$ cat src/rtl/cfgwin_pkg.sv
`timescale 1ns/1ps
// Package: location codes and default sizes shared by the host port modules.
// Assumes the host location address is three bits wide.
package cfgwin_pkg;
    localparam int HOST_AW = 3;
    localparam logic [HOST_AW-1:0] LOC_IDX_LO = 3'd0;
    localparam logic [HOST_AW-1:0] LOC_IDX_HI = 3'd1;
    localparam logic [HOST_AW-1:0] LOC_DATA   = 3'd2;
    localparam logic [HOST_AW-1:0] LOC_FRAME  = 3'd3;
endpackage

$ cat src/rtl/cfgwin_host_sync.sv
`timescale 1ns/1ps
// Module: cfgwin_host_sync
// Turns level host strobes into single-cycle accept pulses.
// Assumes: strobes are already synchronous to clk; write wins a tie.
module cfgwin_host_sync (
    input  logic clk,
    input  logic rst_n,
    input  logic sel_i,
    input  logic rd_i,
    input  logic wr_i,
    output logic wr_acc_o,
    output logic rd_acc_o
);
    logic wr_q;
    logic rd_q;
    logic wr_rise;
    logic rd_rise;

    // Remember last strobe levels so a held strobe is taken only once.
    always_ff @(posedge clk) begin
        if (!rst_n) begin
            wr_q <= 1'b0;
            rd_q <= 1'b0;
        end else begin
            wr_q <= wr_i;
            rd_q <= rd_i;
        end
    end

    // Accept on the first selected high sample; write has priority.
    always_comb begin
        wr_rise  = sel_i & wr_i & ~wr_q;
        rd_rise  = sel_i & rd_i & ~rd_q;
        wr_acc_o = wr_rise;
        rd_acc_o = rd_rise & ~wr_rise;
    end
endmodule

$ cat src/rtl/cfgwin_index.sv
`timescale 1ns/1ps
// Module: cfgwin_index
// Holds the internal register index. Loaded bytewise in narrow mode and
// whole in wide mode.
// Assumes: IDX_W is even and HOST_W >= IDX_W.
module cfgwin_index #(
    parameter int IDX_W  = 16,
    parameter int HOST_W = 16,
    parameter int AW     = cfgwin_pkg::HOST_AW
) (
    input  logic              clk,
    input  logic              rst_n,
    input  logic              wide_i,
    input  logic              wr_acc_i,
    input  logic [AW-1:0]     loc_i,
    input  logic [HOST_W-1:0] wdata_i,
    output logic [IDX_W-1:0]  idx_o
);
    import cfgwin_pkg::*;
    localparam int HALF_W = IDX_W / 2;

    logic [HALF_W-1:0] idx_lo_q;
    logic [HALF_W-1:0] idx_hi_q;

    // Load index halves according to bus mode and location.
    always_ff @(posedge clk) begin
        if (!rst_n) begin
            idx_lo_q <= '0;
            idx_hi_q <= '0;
        end else if (wr_acc_i) begin
            if (wide_i) begin
                if (loc_i == LOC_IDX_LO) begin
                    idx_lo_q <= wdata_i[HALF_W-1:0];
                    idx_hi_q <= wdata_i[IDX_W-1:HALF_W];
                end
            end else begin
                if (loc_i == LOC_IDX_LO) idx_lo_q <= wdata_i[HALF_W-1:0];
                if (loc_i == LOC_IDX_HI) idx_hi_q <= wdata_i[HALF_W-1:0];
            end
        end
    end

    assign idx_o = {idx_hi_q, idx_lo_q};
endmodule

$ cat src/rtl/cfgwin_access.sv
`timescale 1ns/1ps
// Module: cfgwin_access
// Issues internal write/read strobes and forms registered host read data.
// Assumes: internal read data is valid in the cycle reg_rd_o is high.
module cfgwin_access #(
    parameter int IDX_W  = 16,
    parameter int HOST_W = 16,
    parameter int REG_W  = 8,
    parameter int AW     = cfgwin_pkg::HOST_AW
) (
    input  logic              clk,
    input  logic              rst_n,
    input  logic              wide_i,
    input  logic              wr_acc_i,
    input  logic              rd_acc_i,
    input  logic [AW-1:0]     loc_i,
    input  logic [REG_W-1:0]  wdata_i,
    input  logic [IDX_W-1:0]  idx_i,
    input  logic [REG_W-1:0]  reg_rdata_i,
    output logic              reg_wr_o,
    output logic              reg_rd_o,
    output logic [REG_W-1:0]  reg_wdata_o,
    output logic [HOST_W-1:0] host_rdata_o
);
    import cfgwin_pkg::*;
    localparam int HALF_W = IDX_W / 2;

    logic              rd_pend_q;
    logic [AW-1:0]     rd_loc_q;
    logic [HOST_W-1:0] rd_mux;

    // Launch one-cycle internal strobes for accepted data-location accesses.
    always_ff @(posedge clk) begin
        if (!rst_n) begin
            reg_wr_o    <= 1'b0;
            reg_rd_o    <= 1'b0;
            reg_wdata_o <= '0;
        end else begin
            reg_wr_o <= wr_acc_i && (loc_i == LOC_DATA);
            reg_rd_o <= rd_acc_i && (loc_i == LOC_DATA);
            if (wr_acc_i && (loc_i == LOC_DATA)) reg_wdata_o <= wdata_i;
        end
    end

    // Remember which location a pending read targets.
    always_ff @(posedge clk) begin
        if (!rst_n) begin
            rd_pend_q <= 1'b0;
            rd_loc_q  <= '0;
        end else begin
            rd_pend_q <= rd_acc_i;
            if (rd_acc_i) rd_loc_q <= loc_i;
        end
    end

    // Select read data by location and bus mode.
    always_comb begin
        rd_mux = '0;
        unique case (rd_loc_q)
            LOC_IDX_LO: begin
                if (wide_i) rd_mux[IDX_W-1:0]  = idx_i;
                else        rd_mux[HALF_W-1:0] = idx_i[HALF_W-1:0];
            end
            LOC_IDX_HI: begin
                if (!wide_i) rd_mux[HALF_W-1:0] = idx_i[IDX_W-1:HALF_W];
            end
            LOC_DATA:   rd_mux[REG_W-1:0] = reg_rdata_i;
            default:    rd_mux = '0;
        endcase
    end

    // Capture host read data one cycle after acceptance.
    always_ff @(posedge clk) begin
        if (!rst_n)         host_rdata_o <= '0;
        else if (rd_pend_q) host_rdata_o <= rd_mux;
    end
endmodule

$ cat src/rtl/cfg_window_port.sv
`timescale 1ns/1ps
// Module: cfg_window_port (top)
// Host-side indirect window onto 8-bit internal configuration registers.
// Assumes: wide_mode_i is static; the internal register bank answers
// combinationally while reg_rd_o is high.
module cfg_window_port #(
    parameter int HOST_W = 16,
    parameter int IDX_W  = 16,
    parameter int REG_W  = 8,
    parameter int AW     = cfgwin_pkg::HOST_AW
) (
    input  logic              clk,
    input  logic              rst_n,
    input  logic              wide_mode_i,
    input  logic              host_sel_i,
    input  logic              host_rd_i,
    input  logic              host_wr_i,
    input  logic [AW-1:0]     host_addr_i,
    input  logic [HOST_W-1:0] host_wdata_i,
    output logic [HOST_W-1:0] host_rdata_o,
    output logic [IDX_W-1:0]  reg_addr_o,
    output logic [REG_W-1:0]  reg_wdata_o,
    output logic              reg_wr_o,
    output logic              reg_rd_o,
    input  logic [REG_W-1:0]  reg_rdata_i
);
    logic mode_q;
    logic wr_acc;
    logic rd_acc;

    // Capture the bus-width strap during reset only.
    always_ff @(posedge clk) begin
        if (!rst_n) mode_q <= wide_mode_i;
    end

    cfgwin_host_sync u_sync (
        .clk      (clk),
        .rst_n    (rst_n),
        .sel_i    (host_sel_i),
        .rd_i     (host_rd_i),
        .wr_i     (host_wr_i),
        .wr_acc_o (wr_acc),
        .rd_acc_o (rd_acc)
    );

    cfgwin_index #(.IDX_W(IDX_W), .HOST_W(HOST_W), .AW(AW)) u_index (
        .clk      (clk),
        .rst_n    (rst_n),
        .wide_i   (mode_q),
        .wr_acc_i (wr_acc),
        .loc_i    (host_addr_i),
        .wdata_i  (host_wdata_i),
        .idx_o    (reg_addr_o)
    );

    cfgwin_access #(.IDX_W(IDX_W), .HOST_W(HOST_W), .REG_W(REG_W), .AW(AW)) u_access (
        .clk          (clk),
        .rst_n        (rst_n),
        .wide_i       (mode_q),
        .wr_acc_i     (wr_acc),
        .rd_acc_i     (rd_acc),
        .loc_i        (host_addr_i),
        .wdata_i      (host_wdata_i[REG_W-1:0]),
        .idx_i        (reg_addr_o),
        .reg_rdata_i  (reg_rdata_i),
        .reg_wr_o     (reg_wr_o),
        .reg_rd_o     (reg_rd_o),
        .reg_wdata_o  (reg_wdata_o),
        .host_rdata_o (host_rdata_o)
    );
endmodule

$ cat config.mk
export PLATFORM = sky130hd
export DESIGN_NAME = cfg_window_port
export DESIGN_NICKNAME = d
export VERILOG_FILES = /design/src/rtl/cfgwin_pkg.sv /design/src/rtl/cfgwin_host_sync.sv /design/src/rtl/cfgwin_index.sv /design/src/rtl/cfgwin_access.sv /design/src/rtl/cfg_window_port.sv
export SDC_FILE = /design/constraint.sdc
export NUM_CORES = 1
export LEC_CHECK = 0
export BUFFER_PORTS_ARGS = -buffer_cell sky130_fd_sc_hd__buf_2
export CAP_MARGIN = 40
export CORE_MARGIN = 3
export CORE_UTILIZATION = 44
export CTS_CLUSTER_DIAMETER = 200
export CTS_CLUSTER_SIZE = 40
export DETAILED_ROUTE_END_ITERATION = 10
export PLACE_DENSITY = 0.75
export SLEW_MARGIN = 5
export SYNTH_ARGS = -nofsm -noshare
export SYNTH_HDL_FRONTEND = slang
export SYNTH_SLANG_ARGS = --single-unit
$ cat constraint.sdc
create_clock -name clk -period 1.3 [get_ports clk]
set_input_delay 0.13 -clock clk [delete_from_list [all_inputs] [get_ports clk]]
set_output_delay 0.13 -clock clk [all_outputs]
set_load 0.005 [all_outputs]
==> results of run 1 <==
-- stage by stage --
stage	power, mW	setup TNS [ns]	hold WS [ns]	instances	instance area [um2]
finish	3.00	-0.770	0.0532	370	2820
global route	3.11	-1.70	0.0629	370	2820
CTS	3.01	-0.479	0.0516	369	2800
detailed placement	1.89	-1.56	0.310	359	2650
global placement	1.88	-0.871	0.307	359	2650
floorplan	1.74	-0.00145	0.229	226	2130
-- layout make-up --
class                   count  area (um2)
clock buffers               7        86.3
clock inverters             1        30.0
fillers                   392        1680
inverters                   2        7.51
multi-input cells         162        1090
flip-flops and latches     49         993
well taps                  52        65.1
repair buffers             97         549
-- registers in the layout (all words and copies together) (netlist names) --
name,cells
u_access.host_rdata_o,16
u_access.reg_wdata_o,8
u_sync.rd_q,1
u_index.idx_hi_q,8
u_access.reg_wr_o,1
u_sync.wr_q,1
u_access.reg_rd_o,1
u_access.rd_loc_q,3
u_access.rd_pend_q,1
mode_q,1
u_index.idx_lo_q,8
-- final timing paths --
check / from / to / slack [ns] / cells after the start
setup / recovery: mode_q / u_index.idx_hi_q[4] / -0.07 / 4
hold / removal: host_rd_i / u_sync.rd_q / 0.05 / 2
setup reg to reg: mode_q / u_index.idx_hi_q[4] / -0.07 / 4
hold reg to reg: u_access.host_rdata_o[1] / u_access.host_rdata_o[1] / 0.45 / 2
-- worst max-delay path, delay by kind of cell, from the launching register on --
family	cells	cell delay (ns)
multiplexers	1	0.12
AND/OR/NAND/NOR	1	0.35
buffers and inverters	1	0.17
flip-flops	1	0.47
XOR/XNOR	1	0.16
-- placed cells by master (no fill, tap or decap), types with 3 or more instances in the layout --
| cell | n |
|---|---|
| a32oi_1 | 8 |
| mux2i_1 | 8 |
| clkbuf_8 | 6 |
| nor2_1 | 10 |
| nand3b_1 | 3 |
| o21ai_0 | 21 |
| a22oi_1 | 8 |
| nand3_1 | 18 |
| nand2_1 | 24 |
| mux2_2 | 16 |
| buf_4 | 21 |
| buf_2 | 74 |
| o21ai_1 | 6 |
| dfxtp_1 | 46 |
| a21oi_1 | 19 |
-- per-layer routing --
| metal | GRT usage [%] | vias to the layer above |
|---|---|---|
| met5 | 0 | - |
| met2 | 37.3 | 88 |
| met1 | 28.2 | 983 |
| li1 | - | 1001 |
| met4 | 8.16 | 0 |
| met3 | 4.14 | 9 |
-- logic make-up after synthesis --
family | count (synthesis) | share of synthesized area [%]
xor+xnor | 1 | 0.415
compound gates | 63 | 17.6
flops | 49 | 47.0
buf+inv | 16 | 3.44
simple gates | 73 | 19.2
mux | 24 | 12.3
-- cells in the mapped netlist, types with 2 or more instances --
master    instances
nor4b_2           2
nand3_1          19
nor2_1           10
nand2_1          24
dfxtp_1          48
nor3_1            2
buf_2             4
a32oi_1           8
nor2b_1           2
mux2i_1           8
nand3b_1          2
clkbuf_1          8
a21oi_1          19
a22oi_1           8
mux2_2           16
o21ai_0          27
and3b_1           2
and2_1            2
-- what timing repair did --
| action | in CTS | in global routing |
|---|---|---|
| hold endpoints to repair | 1 | 0 |
| setup buffers | 1 | 1 |
| pin swaps | 1 | 2 |
| setup endpoints to repair | 23 | 32 |
| hold buffers | 1 | 0 |
| gates resized for setup | 5 | 7 |
| gates cloned | 0 | 1 |
-- power by group --
part           switching [mW]  internal (mW)
Clock                   0.494          0.627
Sequential             0.0184           1.53
Combinational           0.177          0.155
Total                   0.690           2.31
==> reports/results.ini, run 1 <==
[finish]
syn_to_final_growth_pct = 33.8
antennaDiodeCount = 0
finalCoreUtilization_pct = 62.7
drive_gt1_share_pct = 40.6
layout.nets = 350

[clock_tree]
cts.sinks = 49
cts_buffers = 5
clk_latency_ns = 0.30
clk_pin_slew_ns = 0.09
cts_tree = yes
clk_path_buf_depth = 2
cts-root-buf = clkbuf_8
htree_levels = 2

[sta]
final.min_clock_period_ns = 1.37
hold_viol_final = 0
relSlewSlack_pct = 66.2
slew_viol_final = 0
layout_setup_ws_ns = -0.0739
fmax_ghz = 0.728
rsz0062_at_grt = yes
finalCritPeriodShare_pct = 106
fin_worst_skew_ns = 0.00806
setup_violations = 15
tightest_slew_ns = 0.505

[logic_synthesis]
syn_area_um2 = 2110
yosysTopAreaCell = dfxtp_1
yosys_register_bits = 49
ys_warn_count = 0
syn_area_per_cell_um2 = 9.33
synth_edf_count = 1
synth_async_sr_flop_share_pct = 0
seq_area_frac_synth_pct = 47.0
yosysTopAreaCellShare_pct = 45.6
synthesis.instances = 226
synthFlopType = dfxtp_1
synth.area.top_cells = dfxtp_1 (46%), mux2_2 (8.5%), o21ai_0 (6.4%)
synth_fp_nets = 259
ys_types = 33

[global_route]
grt-ovfl-total = 0
grt.total_usage_pct = 22.1
antenna_found_initial = 0
grt_pass1_vias = 2002
grt_max_degree = 32
grt_pass1_wl_um = 9380

[power]
ir_worst_vdd_mv = 0.649
cellLeakagePower_nw = 1.26
p_per_area_nw_per_um2 = 1060

[floorplan]
fp.dieArea_um2 = 5660
initial_core_util_pct = 46.8
ios = 75
num_rows = 24
die_w_um = 75.2
core_um2 = 4500
die_h_um = 75.2

[critical_path]
start_kind = register
cp.required_ns = 1.49
path_cells = xnor2_1 > or3_1 > buf_6 > mux2i_1
end_kind = register
slowest_stage = edfxtp_1
cp_slowest_stage_delay_ns = 0.47
critPathKind = register to register
cp_max_fo = 8
arrival_ns = 1.56

[min_path]
hold_path_class = input pin to register

[flow_run]
maxCapViolations = 0

[place]
place.gp.congestion = 0.835
portBuffers = 74
dp_hpwl_um = 4460
dp_slack_ns = -0.139

[status]
status = complete, but fails checks
violations = setup timing

[detailed_routing]
num_vias = 2081
route.met3.wl_um = 416
ant_nets = 0
drc = 0
drt_iter0_markers = 134
top_layer = met4
wirelength_um = 6180
viasPerCell = 5.62
drt-met1-wl_um = 2630
wire_per_inst_um = 16.7
routed-wl-met2_um = 3020
drtPass1Iterations = 4

Note: power is estimated with default switching activity, not from simulation.
==> inputs of run 2 (changes only) <==
Settings changed: CORE_UTILIZATION 44 to 30, GPL_TIMING_DRIVEN set to 0, PLACE_DENSITY 0.75 to not set.
==> reports/results.ini, run 2 (synthesis gave the netlist of run 1 again) <==
[clock_tree]
clk_path_buf_depth = 2
clk_latency_ns = 0.31
htree_levels = 2
cts_buffers = 5
cts_tree = yes
cts-root-buf = clkbuf_8
clk_pin_slew_ns = 0.10
cts.sinks = 49

[floorplan]
ios = 75
core_um2 = 6570
initial_core_util_pct = 32.1
fp.dieArea_um2 = 8070
die_h_um = 89.9
num_rows = 29
die_w_um = 89.9

[power]
ir_worst_vdd_mv = 0.456
p_per_area_nw_per_um2 = 1030
totalPowerFinal_mw = 2.93
cellLeakagePower_nw = 1.22

[critical_path]
cp_slowest_stage_delay_ns = 0.39
reg2reg_from = mode_q
r2r_end = u_index.idx_hi_q[5]
path_cells = buf_6 > xnor2_2 > or3_1 > buf_6 > mux2i_1
start_kind = register
cp.required_ns = 1.50
cp_max_fo = 8
critPathKind = register to register
slowest_stage = edfxtp_1
rr_worst_depth = 5
end_kind = register
r2r_slack_ns = -0.07
arrival_ns = 1.57
critical_path.most_common_cell = buf_6

[finish]
stdcell_count = 407
finalCoreUtilization_pct = 43.3
layout.nets = 346
syn_to_final_growth_pct = 34.7
fill_cells = 680
fin_area_um2 = 2840
drive_gt1_share_pct = 40.4
largest_reg_flops = 16
final_cell_mix = buf_2 (76), dfxtp_1 (45), nand2_1 (24)
final_common_cell = buf_2
regMostFlops = u_access.host_rdata_o
antennaDiodeCount = 0

[global_route]
antenna_found_initial = 0
grt.total_usage_pct = 16.0
grt_pass1_wl_um = 10500
met1_usage_pct = 20.9
grt-ovfl-total = 0
top_usage_layer = met2
use_met3_pct = 4.76
grt_max_degree = 17
grt_pass1_vias = 2035
grtUsageMet2_pct = 26.3

[place]
dp_slack_ns = -0.330
dp.cells = 393
dp_hpwl_um = 4710
place.gp.congestion = 0.804
placed_cell_area_um2 = 2610
portBuffers = 74

[sta]
hold_viol_final = 0
finalCritPeriodShare_pct = 105
layout_setup_ws_ns = -0.0704
final.min_clock_period_ns = 1.37
fmax_ghz = 0.730
setup_violations = 9
rsz0062_at_grt = yes
relSlewSlack_pct = 65.4
fin_worst_skew_ns = 0.0114
tightest_slew_ns = 0.518
slew_viol_final = 0

[min_path]
holdPathEnd = u_sync.rd_q
hold_depth = 2
hold_path_class = input pin to register
worstHoldStart = host_rd_i

[detailed_routing]
drt_iter0_markers = 50
drtPass1Iterations = 4
ant_nets = 0
viasPerCell = 4.98
wire_per_inst_um = 15.9
drc = 0
num_vias = 2028
wirelength_um = 6450

[flow_run]
maxCapViolations = 0

[status]
violations = setup timing
status = complete, but fails checks

==> run 2: changes by cell type in the layout (fill, tap and decap cells not counted), sizes merged <==
cell    previous run  this run
inv                1         2
bufinv             1         0
buf               96        86
nand3b             3         2
clkinv             1         2
clkbuf             7        13
==> run 2: metal layers <==
metal  up-vias  part of all wire, %
li1        997                    -
met1       957                   46
met2        72                   47
met3         2                  7.2
met4         0                 0.45
met5         -                    0
==> run 2: repair_timing <==
| item | in CTS | in global routing |
|---|---|---|
| gates resized for setup | 15 | 10 |
| pin swaps | 4 | 12 |
| endpoints found under the setup margin | 24 | 18 |
| setup buffers | 6 | 0 |
| hold endpoints to repair | 1 | 0 |
| hold buffers | 1 | 0 |
| gates cloned | 0 | 0 |
==> run 2: critical path: cells and delay by family, from the launching register on <==
| kind | cells | cell delay (ns) |
|---|---|---|
| XOR/XNOR | 1 | 0.12 |
| multiplexers | 1 | 0.12 |
| flip-flops | 1 | 0.39 |
| buffers and inverters | 2 | 0.31 |
| AND/OR/NAND/NOR | 1 | 0.32 |
==> run 2: final cells by class <==
class / instances / area (um2) / area share, %
Clock inverter: 2 / 13.8 / 0.484
Timing Repair Buffer: 81 / 433 / 15.2
Sequential cell: 49 / 995 / 35.0
Tap cell: 93 / 116 / 4.10
Multi-Input combinational cell: 161 / 1100 / 38.8
Inverter: 2 / 12.5 / 0.440
Buffer: 13 / 73.8 / 2.60
Clock buffer: 6 / 93.8 / 3.30
==> run 2: how the worst max path moves through the flow <==
stage | start | end | cells after the start
3_5_place_dp | u_access.rd_loc_q[1] | u_access.host_rdata_o[13] | 4
3_3_place_gp | u_access.rd_loc_q[1] | u_access.host_rdata_o[12] | 4
2_1_floorplan | u_sync.wr_q | u_index.idx_hi_q[0] | 4
4_1_cts | mode_q | u_index.idx_hi_q[5] | 5
6_report | mode_q | u_index.idx_hi_q[5] | 5
5_1_grt | mode_q | u_index.idx_hi_q[7] | 5
==> run 2: power by group <==
| part | leakage (nW) | total, mW | internal [mW] | switching, mW |
|---|---|---|---|---|
| registers | 0.399 | 1.55 | 1.53 | 0.0209 |
| logic | 0.761 | 0.325 | 0.147 | 0.178 |
| clock network | 0.0567 | 1.06 | 0.501 | 0.558 |
| total | 1.22 | 2.93 | 2.17 | 0.757 |
==> run 2: metrics by stage <==
step                hold WS (ns)  setup TNS (ns)
floorplan                  0.229        -0.00145
global placement           0.310           -4.45
detailed placement         0.310           -4.70
CTS                       0.0483          -0.356
global route              0.0589           -1.66
finish                    0.0530          -0.472
